<file path="src/rtl/jab_pkg.sv">
package jab_pkg;
    typedef enum logic [1:0] {
        ST_IDLE   = 2'd0,
        ST_SEND   = 2'd1,
        ST_JABBED = 2'd2,
        ST_QUIET  = 2'd3
    } jab_state_t;
endpackage

</file>
<file path="src/rtl/jab_timer.sv">
// Consecutive-cycle counter: counts while inc is high, clears otherwise.
// hit marks the cycle whose edge completes LIMIT counted cycles.
module jab_timer #(
    parameter int LIMIT = 16,
    parameter int CW    = $clog2(LIMIT + 1)
) (
    input  logic          clk,
    input  logic          rst,
    input  logic          inc,
    output logic [CW-1:0] count,
    output logic          hit
);
    localparam logic [CW-1:0] LAST = CW'(LIMIT - 1);

    assign hit = inc && (count == LAST);

    always_ff @(posedge clk) begin
        if (rst || !inc || hit) begin
            count <= '0;
        end else begin
            count <= count + 1'b1;
        end
    end
endmodule

</file>
<file path="src/rtl/jab_fsm.sv">
module jab_fsm
    import jab_pkg::*;
(
    input  logic       clk,
    input  logic       rst,
    input  logic       mode,
    input  logic       tx_en,
    input  logic       run_hit,
    input  logic       quiet_hit,
    output jab_state_t state,
    output logic       run_inc,
    output logic       quiet_inc,
    output logic       blocked,
    output logic       trip
);
    jab_state_t nxt;

    // next-state logic
    always_comb begin
        nxt = state;
        if (!mode) begin
            nxt = ST_IDLE;
        end else begin
            unique case (state)
                ST_IDLE: begin
                    if (run_hit)    nxt = ST_JABBED;
                    else if (tx_en) nxt = ST_SEND;
                end
                ST_SEND: begin
                    if (run_hit)     nxt = ST_JABBED;
                    else if (!tx_en) nxt = ST_IDLE;
                end
                ST_JABBED: begin
                    if (quiet_hit)   nxt = ST_IDLE;
                    else if (!tx_en) nxt = ST_QUIET;
                end
                ST_QUIET: begin
                    if (quiet_hit)  nxt = ST_IDLE;
                    else if (tx_en) nxt = ST_JABBED;
                end
                default: nxt = ST_IDLE;
            endcase
        end
    end

    // state register
    always_ff @(posedge clk) begin
        if (rst) state <= ST_IDLE;
        else     state <= nxt;
    end

    // outputs
    always_comb begin
        blocked   = (state == ST_JABBED) || (state == ST_QUIET);
        run_inc   = mode && tx_en && !blocked;
        quiet_inc = mode && !tx_en && blocked;
        trip      = mode && run_hit && !blocked;
    end
endmodule

</file>
<file path="src/rtl/jabber_guard.sv">
module jabber_guard
    import jab_pkg::*;
#(
    parameter int RUN_LIM   = 850_000,
    parameter int QUIET_LIM = 5_000_000
) (
    input  logic clk,
    input  logic rst,
    input  logic tx_en_i,
    input  logic mode_10bt_i,
    input  logic clr_sticky_i,
    output logic tx_en_o,
    output logic jab_active_o,
    output logic jab_sticky_o
);
    localparam int RCW = $clog2(RUN_LIM + 1);
    localparam int QCW = $clog2(QUIET_LIM + 1);

    logic [RCW-1:0] run_cnt;
    logic [QCW-1:0] quiet_cnt;
    logic           run_inc, quiet_inc, run_hit, quiet_hit;
    logic           blocked, trip;
    jab_state_t     state;

    jab_timer #(.LIMIT(RUN_LIM), .CW(RCW)) u_run (
        .clk(clk), .rst(rst), .inc(run_inc), .count(run_cnt), .hit(run_hit)
    );

    jab_timer #(.LIMIT(QUIET_LIM), .CW(QCW)) u_quiet (
        .clk(clk), .rst(rst), .inc(quiet_inc), .count(quiet_cnt), .hit(quiet_hit)
    );

    jab_fsm u_fsm (
        .clk(clk), .rst(rst), .mode(mode_10bt_i), .tx_en(tx_en_i),
        .run_hit(run_hit), .quiet_hit(quiet_hit), .state(state),
        .run_inc(run_inc), .quiet_inc(quiet_inc), .blocked(blocked), .trip(trip)
    );

    // sticky trip record; a trip wins over a clear at the same edge
    always_ff @(posedge clk) begin
        if (rst)               jab_sticky_o <= 1'b0;
        else if (trip)         jab_sticky_o <= 1'b1;
        else if (clr_sticky_i) jab_sticky_o <= 1'b0;
    end

    assign tx_en_o      = tx_en_i && !(blocked && mode_10bt_i);
    assign jab_active_o = blocked;
endmodule

</file>
<file path="config.mk">
export PLATFORM = sky130hd
export DESIGN_NAME = jabber_guard
export DESIGN_NICKNAME = d
export VERILOG_FILES = /design/src/rtl/jab_pkg.sv /design/src/rtl/jab_timer.sv /design/src/rtl/jab_fsm.sv /design/src/rtl/jabber_guard.sv
export SDC_FILE = /design/constraint.sdc
export NUM_CORES = 1
export LEC_CHECK = 0
export BUFFER_PORTS_ARGS = -buffer_cell sky130_fd_sc_hd__buf_2
export CELL_PAD_IN_SITES_DETAIL_PLACEMENT = 1
export CELL_PAD_IN_SITES_GLOBAL_PLACEMENT = 1
export CORE_AREA = 2 2 70 72
export CTS_BUF_LIST = sky130_fd_sc_hd__clkbuf_2
export DETAILED_ROUTE_END_ITERATION = 16
export DIE_AREA = 0 0 72 74
export GPL_ROUTABILITY_DRIVEN = 0
export PLACE_DENSITY_LB_ADDON = 0.1
export RECOVER_POWER = 50
export SYNTH_ARGS = -nofsm -noshare
export SYNTH_HDL_FRONTEND = slang
export SYNTH_HIERARCHICAL = 1
export SYNTH_SLANG_ARGS = --single-unit
export TNS_END_PERCENT = 100
</file>
<file path="constraint.sdc">
create_clock -name clk -period 2.55 [get_ports clk]
set_input_delay 0.3825 -clock clk [delete_from_list [all_inputs] [get_ports clk]]
set_output_delay 0.3825 -clock clk [all_outputs]
set_load 0.05 [all_outputs]
</file>
==> tab_implementation.tex, run 1 <==
\begin{tabular}{lr}
\hline
Metric & Value \\
\hline
\multicolumn{2}{l}{\textbf{Pwr}} \\
\quad Static leakage & between 0.6 and 0.7 nW \\
\quad Worst vdd ir & 216 uV \\
\quad Power density over the cells & 447 nW/um\^{}2 \\
\multicolumn{2}{l}{\textbf{Yosys}} \\
\quad Yosys warnings & 6 \\
\quad Cell count after synthesis & 246 \\
\quad Cell Area, Synth & 2140 um\^{}2 \\
\quad Mapped Avg Cell Area & 8.71 um\^{}2 \\
\quad Total nets after synthesis & 253 \\
\multicolumn{2}{l}{\textbf{Timing}} \\
\quad Setup skew after layout & about 0.023 ns \\
\quad Unrepaired setup endpoints after global routing & no \\
\quad Tightest Pin Transition & 0.703 ns \\
\quad Shortest period the worst path allows & 2.12 ns \\
\quad Post-route clock period utilization & 0.833 \\
\quad Hold Violations, Final & 0 \\
\quad Max-slew violation count & 0 \\
\quad Final TNS setup & 0 ns \\
\quad Max frequency & around 0.47 GHz \\
\quad Setup Viol. Count Final & 0 \\
\quad Slew headroom & 0.527 \\
\multicolumn{2}{l}{\textbf{Clock tree}} \\
\quad Cts bufs inserted & 5 \\
\quad Setup fix buffers added after clock tree synthesis & 0 \\
\quad Latest clock arrival within the worst-skew pair & approximately 0.41 ns \\
\quad Hold buffer count at CTS & 0 \\
\quad Cell at the root of the clock tree & clkbuf\_2 \\
\quad Clock Path Buffers & 2 \\
\quad H-tree depth & 2 \\
\quad Clk slew on worst S/H paths & between 0.2 and 0.25 ns \\
\quad Post-cts repair resize count & 0 \\
\quad CTS tree & yes \\
\quad Clk sinks & 45 \\
\multicolumn{2}{l}{\textbf{Setup path}} \\
\quad Startpoint of the worst register-to-register path & u\_quiet/count[15] \\
\quad Startpoint class of the critical path & flip-flop \\
\quad Worst Path Max Fanout & 22 \\
\quad Type of element capturing the critical path & flip-flop \\
\quad CP Data Arrival Time & 2.43 ns \\
\quad Data required time at the worst endpoint & 2.85 ns \\
\quad Reg2reg path depth & 5 \\
\quad Worst R2R Setup Slack & 0.43 ns \\
\quad R2r endpoint & u\_quiet/count[8] \\
\quad Critical path class & reg2reg \\
\quad Timing startpoint of the critical path & u\_quiet/count[15] \\
\multicolumn{2}{l}{\textbf{Die}} \\
\quad Starting Density & 0.466 \\
\quad Chip width & roughly 72 um \\
\quad I/O pin count & 8 \\
\quad Core Box Area & 4600 um\^{}2 \\
\quad Cell row count & 25 \\
\quad Die H & 74 um \\
\quad Area of the die & 5330 um\^{}2 \\
\multicolumn{2}{l}{\textbf{Layout}} \\
\quad Number of diodes added for antenna fixing & 0 \\
\quad Number of nets in the layout & 267 \\
\quad Area of the multi-input gates & 1150 um\^{}2 \\
\quad Share of post-route cells with drive strength above 1 & 0.0808 \\
\quad Area taken by flip-flops and latches & 901 um\^{}2 \\
\quad Area Overhead vs Synth & 5.26\% \\
\quad Commonest non-fill, non-tap cells in the layout & dfxtp\_1 (45), nor2\_1 (45), xnor2\_1 (28) \\
\quad Fill cell instance count of the final layout & roughly 570 \\
\quad Final core utilization & 0.490 \\
\multicolumn{2}{l}{\textbf{Place}} \\
\quad Placed wire-length estimate & 3450 um \\
\quad Count of input and output buffers & 7 \\
\multicolumn{2}{l}{\textbf{Drt}} \\
\quad Remaining number of nets flagged by the antenna check after routing & 0 \\
\quad Detailed-route vias per instance & about 5.6 \\
\quad Residual DRC & 0 \\
\quad Total detailed-routing wirelength & 4640 um \\
\quad Overall via count from detail\_route & 1768 \\
\quad DR pass1 iterations & 4 \\
\quad Drt first-iter violations & 53 \\
\quad Average detailed-routed wire length per instance & 14.8 um \\
\multicolumn{2}{l}{\textbf{Worst hold path}} \\
\quad Hold Crit Class & in2reg \\
\quad Cell depth of the worst min-delay path & 2 \\
\quad Capture endpoint of the worst hold path & jab\_sticky\_o \\
\quad Origin of the worst min-delay path & rst \\
\multicolumn{2}{l}{\textbf{Run}} \\
\quad MaxCap Viol Count & 0 \\
\multicolumn{2}{l}{\textbf{GRT}} \\
\quad Global-route wire length before repair & 8140 um \\
\quad Pin count of the biggest net entering global routing & 23 \\
\quad Antenna violations before repair & 0 \\
\quad Via count of the first global-routing pass & 1718 \\
\quad Global-route total usage across every layer & 0.196 \\
\quad Remaining global-route overflow & 0 \\
\multicolumn{2}{l}{\textbf{Run status}} \\
\quad Run status & completed \\
\hline
\end{tabular}
registers in the layout, indices dropped and copies added (netlist names):
name	cells
u_run/count	20
u_fsm/state	1
jab_sticky_o	1
u_quiet/count	23
layout make-up:
class                   instances  share of cell area
clock buffers                   6              0.0133
well taps                      54              0.0300
inverters                       6             0.00999
repair buffers                 13              0.0339
flip-flops and latches         45               0.400
clock inverters                 1             0.00166
multi-input cells             189               0.512
metrics by stage:
stage / area (um^2) / hold slack [ns] / total power (W) / std cells / setup slack, ns
6_report: 2250 / 0.128 / 0.00101 / 314 / 0.426
2_1_floorplan: 2140 / 0.430 / 0.000730 / 246 / 0.314
3_5_place_dp: 2240 / 0.462 / 0.000738 / 307 / 0.466
5_1_grt: 2250 / 0.0951 / 0.00106 / 314 / 0.273
4_1_cts: 2280 / 0.101 / 0.00103 / 314 / 0.429
3_3_place_gp: 2240 / 0.446 / 0.000738 / 307 / 0.490
critical path, stage by stage (launching register included):
cell	delay, ns
dfxtp_1	0.41
or4b_1	0.50
or4_1	0.55
o31ai_4	0.19
buf_4	0.29
nor2_1	0.08
how the worst max path moves through the flow:
stage | end | slack [ns] | depth (start not counted)
after CTS | u_quiet/count[8] | 0.43 | 5
after global routing | u_quiet/count[7] | 0.27 | 6
final | u_quiet/count[8] | 0.43 | 5
after global placement | u_quiet/count[11] | 0.49 | 5
after detailed placement | u_quiet/count[8] | 0.47 | 5
after floorplan | tx_en_o | 0.31 | 2
metal layers:
layer	GRT usage	routed length [um]
met5	0	0
met4	0.0734	70
met3	0.0420	111
met2	0.295	2080
met1	0.278	2370
where the power goes:
group | leakage [nW] | internal, W | switching [W]
Clock | 0.0265 | 0.0000640 | 0.000221
Combinational | 0.215 | 0.00000601 | 0.0000110
Sequential | 0.362 | 0.000706 | 0.000000832
No activity file was read; power rests on OpenSTA's default activity.
==> run 2, diff against run 1 <==
==> constraint.sdc (replaced) <==
create_clock -name clk -period 2 [get_ports clk]
set_input_delay 0.3 -clock clk [delete_from_list [all_inputs] [get_ports clk]]
set_output_delay 0.3 -clock clk [all_outputs]
set_load 0.05 [all_outputs]
==> tab_implementation.tex, run 2 (synthesis results as in run 1) <==
\begin{tabular}{lr}
\hline
Metric & Value \\
\hline
\multicolumn{2}{l}{\textbf{Drt}} \\
\quad DR pass1 iterations & 4 (unchanged) \\
\quad Overall via count from detail\_route & 1828 (+3.4\%) \\
\quad Total detailed-routing wirelength & 4960 um (+6.9\%) \\
\quad Average detailed-routed wire length per instance & 14.6 um (-1.3\%) \\
\quad Remaining number of nets flagged by the antenna check after routing & 0 (unchanged) \\
\quad Residual DRC & 0 (unchanged) \\
\quad Drt first-iter violations & 30 (-43\%) \\
\quad Detailed-route vias per instance & 5.38 (-4.5\%) \\
\multicolumn{2}{l}{\textbf{Setup path}} \\
\quad Startpoint class of the critical path & flip-flop \\
\quad Critical path class & reg2reg \\
\quad Type of element capturing the critical path & flip-flop \\
\quad CP Data Arrival Time & 2.39 ns (-0.04 ns) \\
\quad Worst Path Max Fanout & 5 (-77\%) \\
\quad Data required time at the worst endpoint & 2.33 ns (-0.52 ns) \\
\multicolumn{2}{l}{\textbf{Pwr}} \\
\quad Pwr Total & 0.00130 W (+29\%) \\
\quad Static leakage & 0.749 nW (+24\%) \\
\quad Power density over the cells & 525 nW/um\^{}2 (+17\%) \\
\quad Worst vdd ir & 286 uV (+32\%) \\
\multicolumn{2}{l}{\textbf{Timing}} \\
\quad Tightest Pin Transition & 0.577 ns (-0.126 ns) \\
\quad Setup skew after layout & 0.0193 ns (-0.00394 ns) \\
\quad Setup ws final & -0.0554 ns (-0.481 ns) \\
\quad Min Hold Slack & 0.112 ns (-0.0158 ns) \\
\quad Hold Violations, Final & 0 (unchanged) \\
\quad Shortest period the worst path allows & 2.06 ns (-0.0688 ns) \\
\quad Post-route clock period utilization & 1.03 (+0.195) \\
\quad Slew headroom & 0.612 (+0.0846) \\
\quad Unrepaired setup endpoints after global routing & yes \\
\quad Max-slew violation count & 0 (unchanged) \\
\quad Max frequency & 0.487 GHz (+3.3\%) \\
\quad Setup Viol. Count Final & 22 (+22) \\
\multicolumn{2}{l}{\textbf{Layout}} \\
\quad Share of post-route cells with drive strength above 1 & 0.171 (+0.0906) \\
\quad Most common cell after layout, fill and taps aside & nor2\_1 \\
\quad Commonest non-fill, non-tap cells in the layout & nor2\_1 (45), dfxtp\_1 (42), xnor2\_1 (28), buf\_4 (25) \\
\quad Number of nets in the layout & 292 (+9.4\%) \\
\quad Max FFs per register & 23 (unchanged) \\
\quad Area Overhead vs Synth & 15.6\% \\
\quad Registers with the highest flip-flop counts & u\_quiet/count: 23 flops, u\_run/count: 20 flops \\
\quad Number of diodes added for antenna fixing & 0 (unchanged) \\
\quad Final standard cell area without fillers & 2480 um\^{}2 (+9.8\%) \\
\quad Register bank with the most flops & u\_quiet/count \\
\multicolumn{2}{l}{\textbf{Die}} \\
\quad Starting Density & 0.466 (unchanged) \\
\quad Cell row count & 25 (unchanged) \\
\quad Core Box Area & 4600 um\^{}2 (unchanged) \\
\quad I/O pin count & 8 (unchanged) \\
\quad Area of the die & 5330 um\^{}2 (unchanged) \\
\quad Die H & 74 um (unchanged) \\
\quad Chip width & 72 um (unchanged) \\
\multicolumn{2}{l}{\textbf{GRT}} \\
\quad Antenna violations before repair & 0 (unchanged) \\
\quad Pin count of the biggest net entering global routing & 14 (-39\%) \\
\quad Via count of the first global-routing pass & 1809 (+5.3\%) \\
\quad Global-route wire length before repair & 8520 um (+4.7\%) \\
\quad Global-route total usage across every layer & 0.206 (+0.00977) \\
\quad Remaining global-route overflow & 0 (unchanged) \\
\multicolumn{2}{l}{\textbf{Clock tree}} \\
\quad H-tree depth & 2 (unchanged) \\
\quad Cts bufs inserted & 5 (unchanged) \\
\quad Latest clock arrival within the worst-skew pair & 0.41 ns (about the same) \\
\quad Cell at the root of the clock tree & clkbuf\_2 \\
\quad Clk sinks & 45 (unchanged) \\
\quad Clk slew on worst S/H paths & 0.24 ns (+0.02 ns) \\
\quad CTS tree & yes \\
\quad Clock Path Buffers & 2 (unchanged) \\
\multicolumn{2}{l}{\textbf{Run status}} \\
\quad Violated checks & setup timing \\
\quad Run status & finished with violations \\
\multicolumn{2}{l}{\textbf{Place}} \\
\quad Place WS & 0.0157 ns (-0.450 ns) \\
\quad Count of input and output buffers & 7 (unchanged) \\
\quad Cell Area, Placed & 2390 um\^{}2 (+6.7\%) \\
\quad Placed wire-length estimate & 3720 um (+7.8\%) \\
\multicolumn{2}{l}{\textbf{Run}} \\
\quad MaxCap Viol Count & 0 (unchanged) \\
\multicolumn{2}{l}{\textbf{Worst hold path}} \\
\quad Hold Crit Class & in2reg \\
\hline
\end{tabular}
[run 2: cell count changes in the layout (fill, tap and decap cells not counted), moves of 2 or more]
cell and delta:
buf_4 +19, buf_6 +3, dfxtp_1 -3, dfxtp_2 +2
[run 2: per-layer routing]
layer	global-route usage	up-vias	share of wire
li1	-	945	-
met4	0.0629	0	0.010
met1	0.270	866	0.51
met5	0	-	0
met3	0.0434	5	0.020
met2	0.344	12	0.46
[run 2: stage by stage]
step,util,std cells,setup TNS [ns]
floorplan,-,246,0
global placement,0.521,327,0
detailed placement,0.521,327,0
CTS,0.529,335,-0.0133
global route,0.539,340,-1.88
finish,0.539,340,-0.675
[run 2: layout make-up]
type                       instances  area, um^2
multi-input combinational        189        1170
clock inverter                     3        12.5
tap                               54        67.6
fill                             559        2120
clock buffer                       5        25.0
timing repair buffer              38         273
sequential                        45         907
inverter                           6        22.5
[run 2: critical path, stage by stage, from the launching register on]
cell and delay, ns:
dfxtp_4 0.39, or4bb_1 0.49, or4_4 0.52, o31ai_4 0.24, buf_6 0.16, buf_4 0.14, nor2_1 0.05
[run 2: what timing repair did]
item / 4_1_cts / 5_1_grt
setup buffers: 0 / 2
pin swaps: 0 / 2
gates resized for setup: 0 / 9
setup endpoints to repair: 5 / 22
hold buffers: 0 / 1
gates cloned: 0 / 2
hold endpoints to repair: 0 / 1
[run 2: where the power goes]
group | internal (W) | switching [W]
registers | 0.000899 | 0.000000691
logic | 0.0000101 | 0.0000157
clock network | 0.0000768 | 0.000298
[run 2: path summary, 6_finish.rpt]
path | cells past startpoint | from | slack (ns) | to
worst max-delay path | 6 | u_quiet/count[10] | -0.06 | u_quiet/count[11]
worst min-delay path | 3 | mode_10bt_i | 0.11 | u_fsm/state[1]
worst max register to register | 6 | u_quiet/count[10] | -0.06 | u_quiet/count[11]
worst min register to register | 2 | u_quiet/count[22] | 0.50 | u_quiet/count[22]
==> run 3, diff against run 2 <==
--- a/config.mk
+++ b/config.mk
@@ -13,7 +13,7 @@
 export DETAILED_ROUTE_END_ITERATION = 16
 export DIE_AREA = 0 0 72 74
 export GPL_ROUTABILITY_DRIVEN = 0
-export PLACE_DENSITY_LB_ADDON = 0.1
+export PLACE_DENSITY_LB_ADDON = 0.2
 export RECOVER_POWER = 50
 export SYNTH_ARGS = -nofsm -noshare
 export SYNTH_HDL_FRONTEND = slang
==> tab_implementation.tex, run 3 (synthesis results as in run 1) <==
\begin{tabular}{lr}
\hline
Metric & Value \\
\hline
\multicolumn{2}{l}{\textbf{Run status}} \\
\quad Run status & completed \\
\multicolumn{2}{l}{\textbf{Setup path}} \\
\quad Critical path class & reg2reg \\
\quad Crit path largest cell delay & 0.52 ns (about the same) \\
\quad Timing startpoint of the critical path & u\_quiet/count[17] \\
\quad Worst R2R Setup Slack & 0.005 ns (+0.06 ns) \\
\quad Type of element capturing the critical path & flip-flop \\
\quad Startpoint of the worst register-to-register path & u\_quiet/count[17] \\
\quad Worst setup path endpoint & u\_quiet/count[2] \\
\quad Cell chain of the critical path & or4b\_1 -> or4\_4 -> o31ai\_4 -> buf\_12 -> nor2\_1 \\
\quad R2r endpoint & u\_quiet/count[2] \\
\quad Startpoint class of the critical path & flip-flop \\
\quad Worst Path Max Fanout & 19 (+14) \\
\quad Reg2reg path depth & 5 (-1) \\
\quad CP Data Arrival Time & 2.32 ns (-0.07 ns) \\
\quad Data required time at the worst endpoint & 2.32 ns (about the same) \\
\quad Slowest CP cell & or4b\_1 \\
\multicolumn{2}{l}{\textbf{Layout}} \\
\quad Share of post-route cells with drive strength above 1 & 0.154 (-0.0172) \\
\quad Registers with the highest flip-flop counts & u\_quiet/count: 23 flops, u\_run/count: 20 flops \\
\quad Area Overhead vs Synth & 13.5\% \\
\quad Number of nets in the layout & 286 (-2.1\%) \\
\quad Number of diodes added for antenna fixing & 0 (unchanged) \\
\quad Final core utilization & 0.529 (-0.00980) \\
\quad Max FFs per register & 23 (unchanged) \\
\quad Register bank with the most flops & u\_quiet/count \\
\quad Final standard cell area without fillers & 2430 um\^{}2 (-1.8\%) \\
\quad Most common cell after layout, fill and taps aside & nor2\_1 \\
\quad Fill cell instance count of the final layout & 570 (+2.0\%) \\
\quad Commonest non-fill, non-tap cells in the layout & nor2\_1 (45), dfxtp\_1 (44), xnor2\_1 (28), buf\_4 (21) \\
\multicolumn{2}{l}{\textbf{Clock tree}} \\
\quad Setup fix buffers added after clock tree synthesis & 0 (unchanged) \\
\quad Clk slew on worst S/H paths & 0.22 ns (-0.02 ns) \\
\quad H-tree depth & 2 (unchanged) \\
\quad Clock Path Buffers & 2 (unchanged) \\
\quad Hold buffer count at CTS & 0 (unchanged) \\
\quad Cts bufs inserted & 5 (unchanged) \\
\quad Clk sinks & 45 (unchanged) \\
\quad Cell at the root of the clock tree & clkbuf\_2 \\
\quad Latest clock arrival within the worst-skew pair & 0.42 ns (about the same) \\
\quad CTS tree & yes \\
\multicolumn{2}{l}{\textbf{GRT}} \\
\quad Global-route wire length before repair & 8600 um (+0.89\%) \\
\quad Antenna violations before repair & 0 (unchanged) \\
\quad Via count of the first global-routing pass & 1911 (+5.6\%) \\
\quad Pin count of the biggest net entering global routing & 20 (+6) \\
\quad Remaining global-route overflow & 0 (unchanged) \\
\quad Global-route total usage across every layer & 0.208 (+0.00201) \\
\multicolumn{2}{l}{\textbf{Run}} \\
\quad MaxCap Viol Count & 0 (unchanged) \\
\multicolumn{2}{l}{\textbf{Die}} \\
\quad Cell row count & 25 (unchanged) \\
\quad Chip width & 72 um (unchanged) \\
\quad Starting Density & 0.466 (unchanged) \\
\quad I/O pin count & 8 (unchanged) \\
\quad Area of the die & 5330 um\^{}2 (unchanged) \\
\quad Die H & 74 um (unchanged) \\
\quad Core Box Area & 4600 um\^{}2 (unchanged) \\
\multicolumn{2}{l}{\textbf{Timing}} \\
\quad Max-slew violation count & 0 (unchanged) \\
\quad Unrepaired setup endpoints after global routing & yes \\
\quad Max frequency & 0.501 GHz (+3.0\%) \\
\quad Setup Viol. Count Final & 0 (-100\%) \\
\quad Tightest Pin Transition & 0.603 ns (+0.0256 ns) \\
\quad Post-route clock period utilization & 0.998 (-0.0301) \\
\quad Final TNS setup & 0 ns (+0.675 ns) \\
\quad Shortest period the worst path allows & 2.00 ns (-0.0602 ns) \\
\quad Min Hold Slack & 0.0530 ns (-0.0595 ns) \\
\quad Slew headroom & 0.600 (-0.0118) \\
\quad Hold Violations, Final & 0 (unchanged) \\
\quad Setup skew after layout & 0.0235 ns (+0.00418 ns) \\
\multicolumn{2}{l}{\textbf{Drt}} \\
\quad Detailed-route vias per instance & 5.54 (+3.1\%) \\
\quad Total detailed-routing wirelength & 5010 um (+1.1\%) \\
\quad Drt first-iter violations & 85 (+180\%) \\
\quad DR pass1 iterations & 4 (unchanged) \\
\quad Average detailed-routed wire length per instance & 15.0 um (+3.2\%) \\
\quad Residual DRC & 0 (unchanged) \\
\quad Overall via count from detail\_route & 1846 (+0.98\%) \\
\quad Remaining number of nets flagged by the antenna check after routing & 0 (unchanged) \\
\multicolumn{2}{l}{\textbf{Pwr}} \\
\quad Worst vdd ir & 212 uV (-26\%) \\
\quad Power density over the cells & 532 nW/um\^{}2 (+1.4\%) \\
\quad Static leakage & 0.722 nW (-3.6\%) \\
\multicolumn{2}{l}{\textbf{Worst hold path}} \\
\quad Hold Crit Class & in2reg \\
\quad Cell depth of the worst min-delay path & 2 (-1) \\
\multicolumn{2}{l}{\textbf{Place}} \\
\quad Placed wire-length estimate & 3670 um (-1.3\%) \\
\quad Count of input and output buffers & 7 (unchanged) \\
\quad Cell Area, Placed & 2400 um\^{}2 (+0.21\%) \\
\hline
\end{tabular}
==> run 3: cell types whose count changed in the layout (fill, tap and decap cells not counted), moves of 2 or more <==
cell and change:
or4_1 -2, buf_6 -3, dfxtp_1 +2, buf_4 -4, clkbuf_1 +2, or4_4 +2
==> run 3: worst min path at each step <==
stage	from	endpoint	slack, ns
global route	rst	jab_sticky_o	0.02
finish	rst	jab_sticky_o	0.05
global placement	u_quiet/count[0]	u_quiet/count[0]	0.44
floorplan	rst	jab_sticky_o	0.36
detailed placement	u_quiet/count[0]	u_quiet/count[0]	0.45
CTS	rst	jab_sticky_o	0.03
==> run 3: power breakdown <==
group	total (W)	switching, W	internal, W
registers	0.000901	0.000000712	0.000900
clock network	0.000369	0.000288	0.0000815
logic	0.0000241	0.0000153	0.00000881
==> run 3: what timing repair did <==
action                                  4_1_cts  5_1_grt
gates resized for setup                       1        3
gates cloned                                  0        0
endpoints found under the hold margin         0        0
endpoints found under the setup margin        7       21
==> run 3: area by class of cell <==
cell class	count	area (um^2)	area share
multi-input cells	189	1180	0.486
clock inverters	1	3.75	0.00154
clock buffers	6	30.0	0.0124
well taps	54	67.6	0.0278
repair buffers	32	224	0.0921
inverters	6	22.5	0.00926
flip-flops and latches	45	902	0.371
==> run 3: per-layer routing <==
metal | GRT usage | vias up | share of wire
li1 | - | 938 | -
met1 | 0.244 | 873 | 0.45
met2 | 0.367 | 24 | 0.50
met3 | 0.0312 | 11 | 0.025
met4 | 0.113 | 0 | 0.025
met5 | 0 | - | 0
==> run 3: critical path, delay by kind of cell (launching register included) <==
kind | cells | cell delay [ns]
buffers and inverters | 1 | 0.19
and+or+nand+nor | 3 | 1.10
AOI/OAI and AO/OA | 1 | 0.25
DFF | 1 | 0.37
==> run 3: per-stage QoR <==
step | power (W) | instances | setup WS [ns]
2_1_floorplan | 0.000931 | 246 | 0.0648
3_3_place_gp | 0.000943 | 326 | 0.0629
3_5_place_dp | 0.000944 | 326 | 0.0414
4_1_cts | 0.00131 | 333 | 0.00783
5_1_grt | 0.00135 | 333 | -0.0639
6_report | 0.00129 | 333 | 0.00481
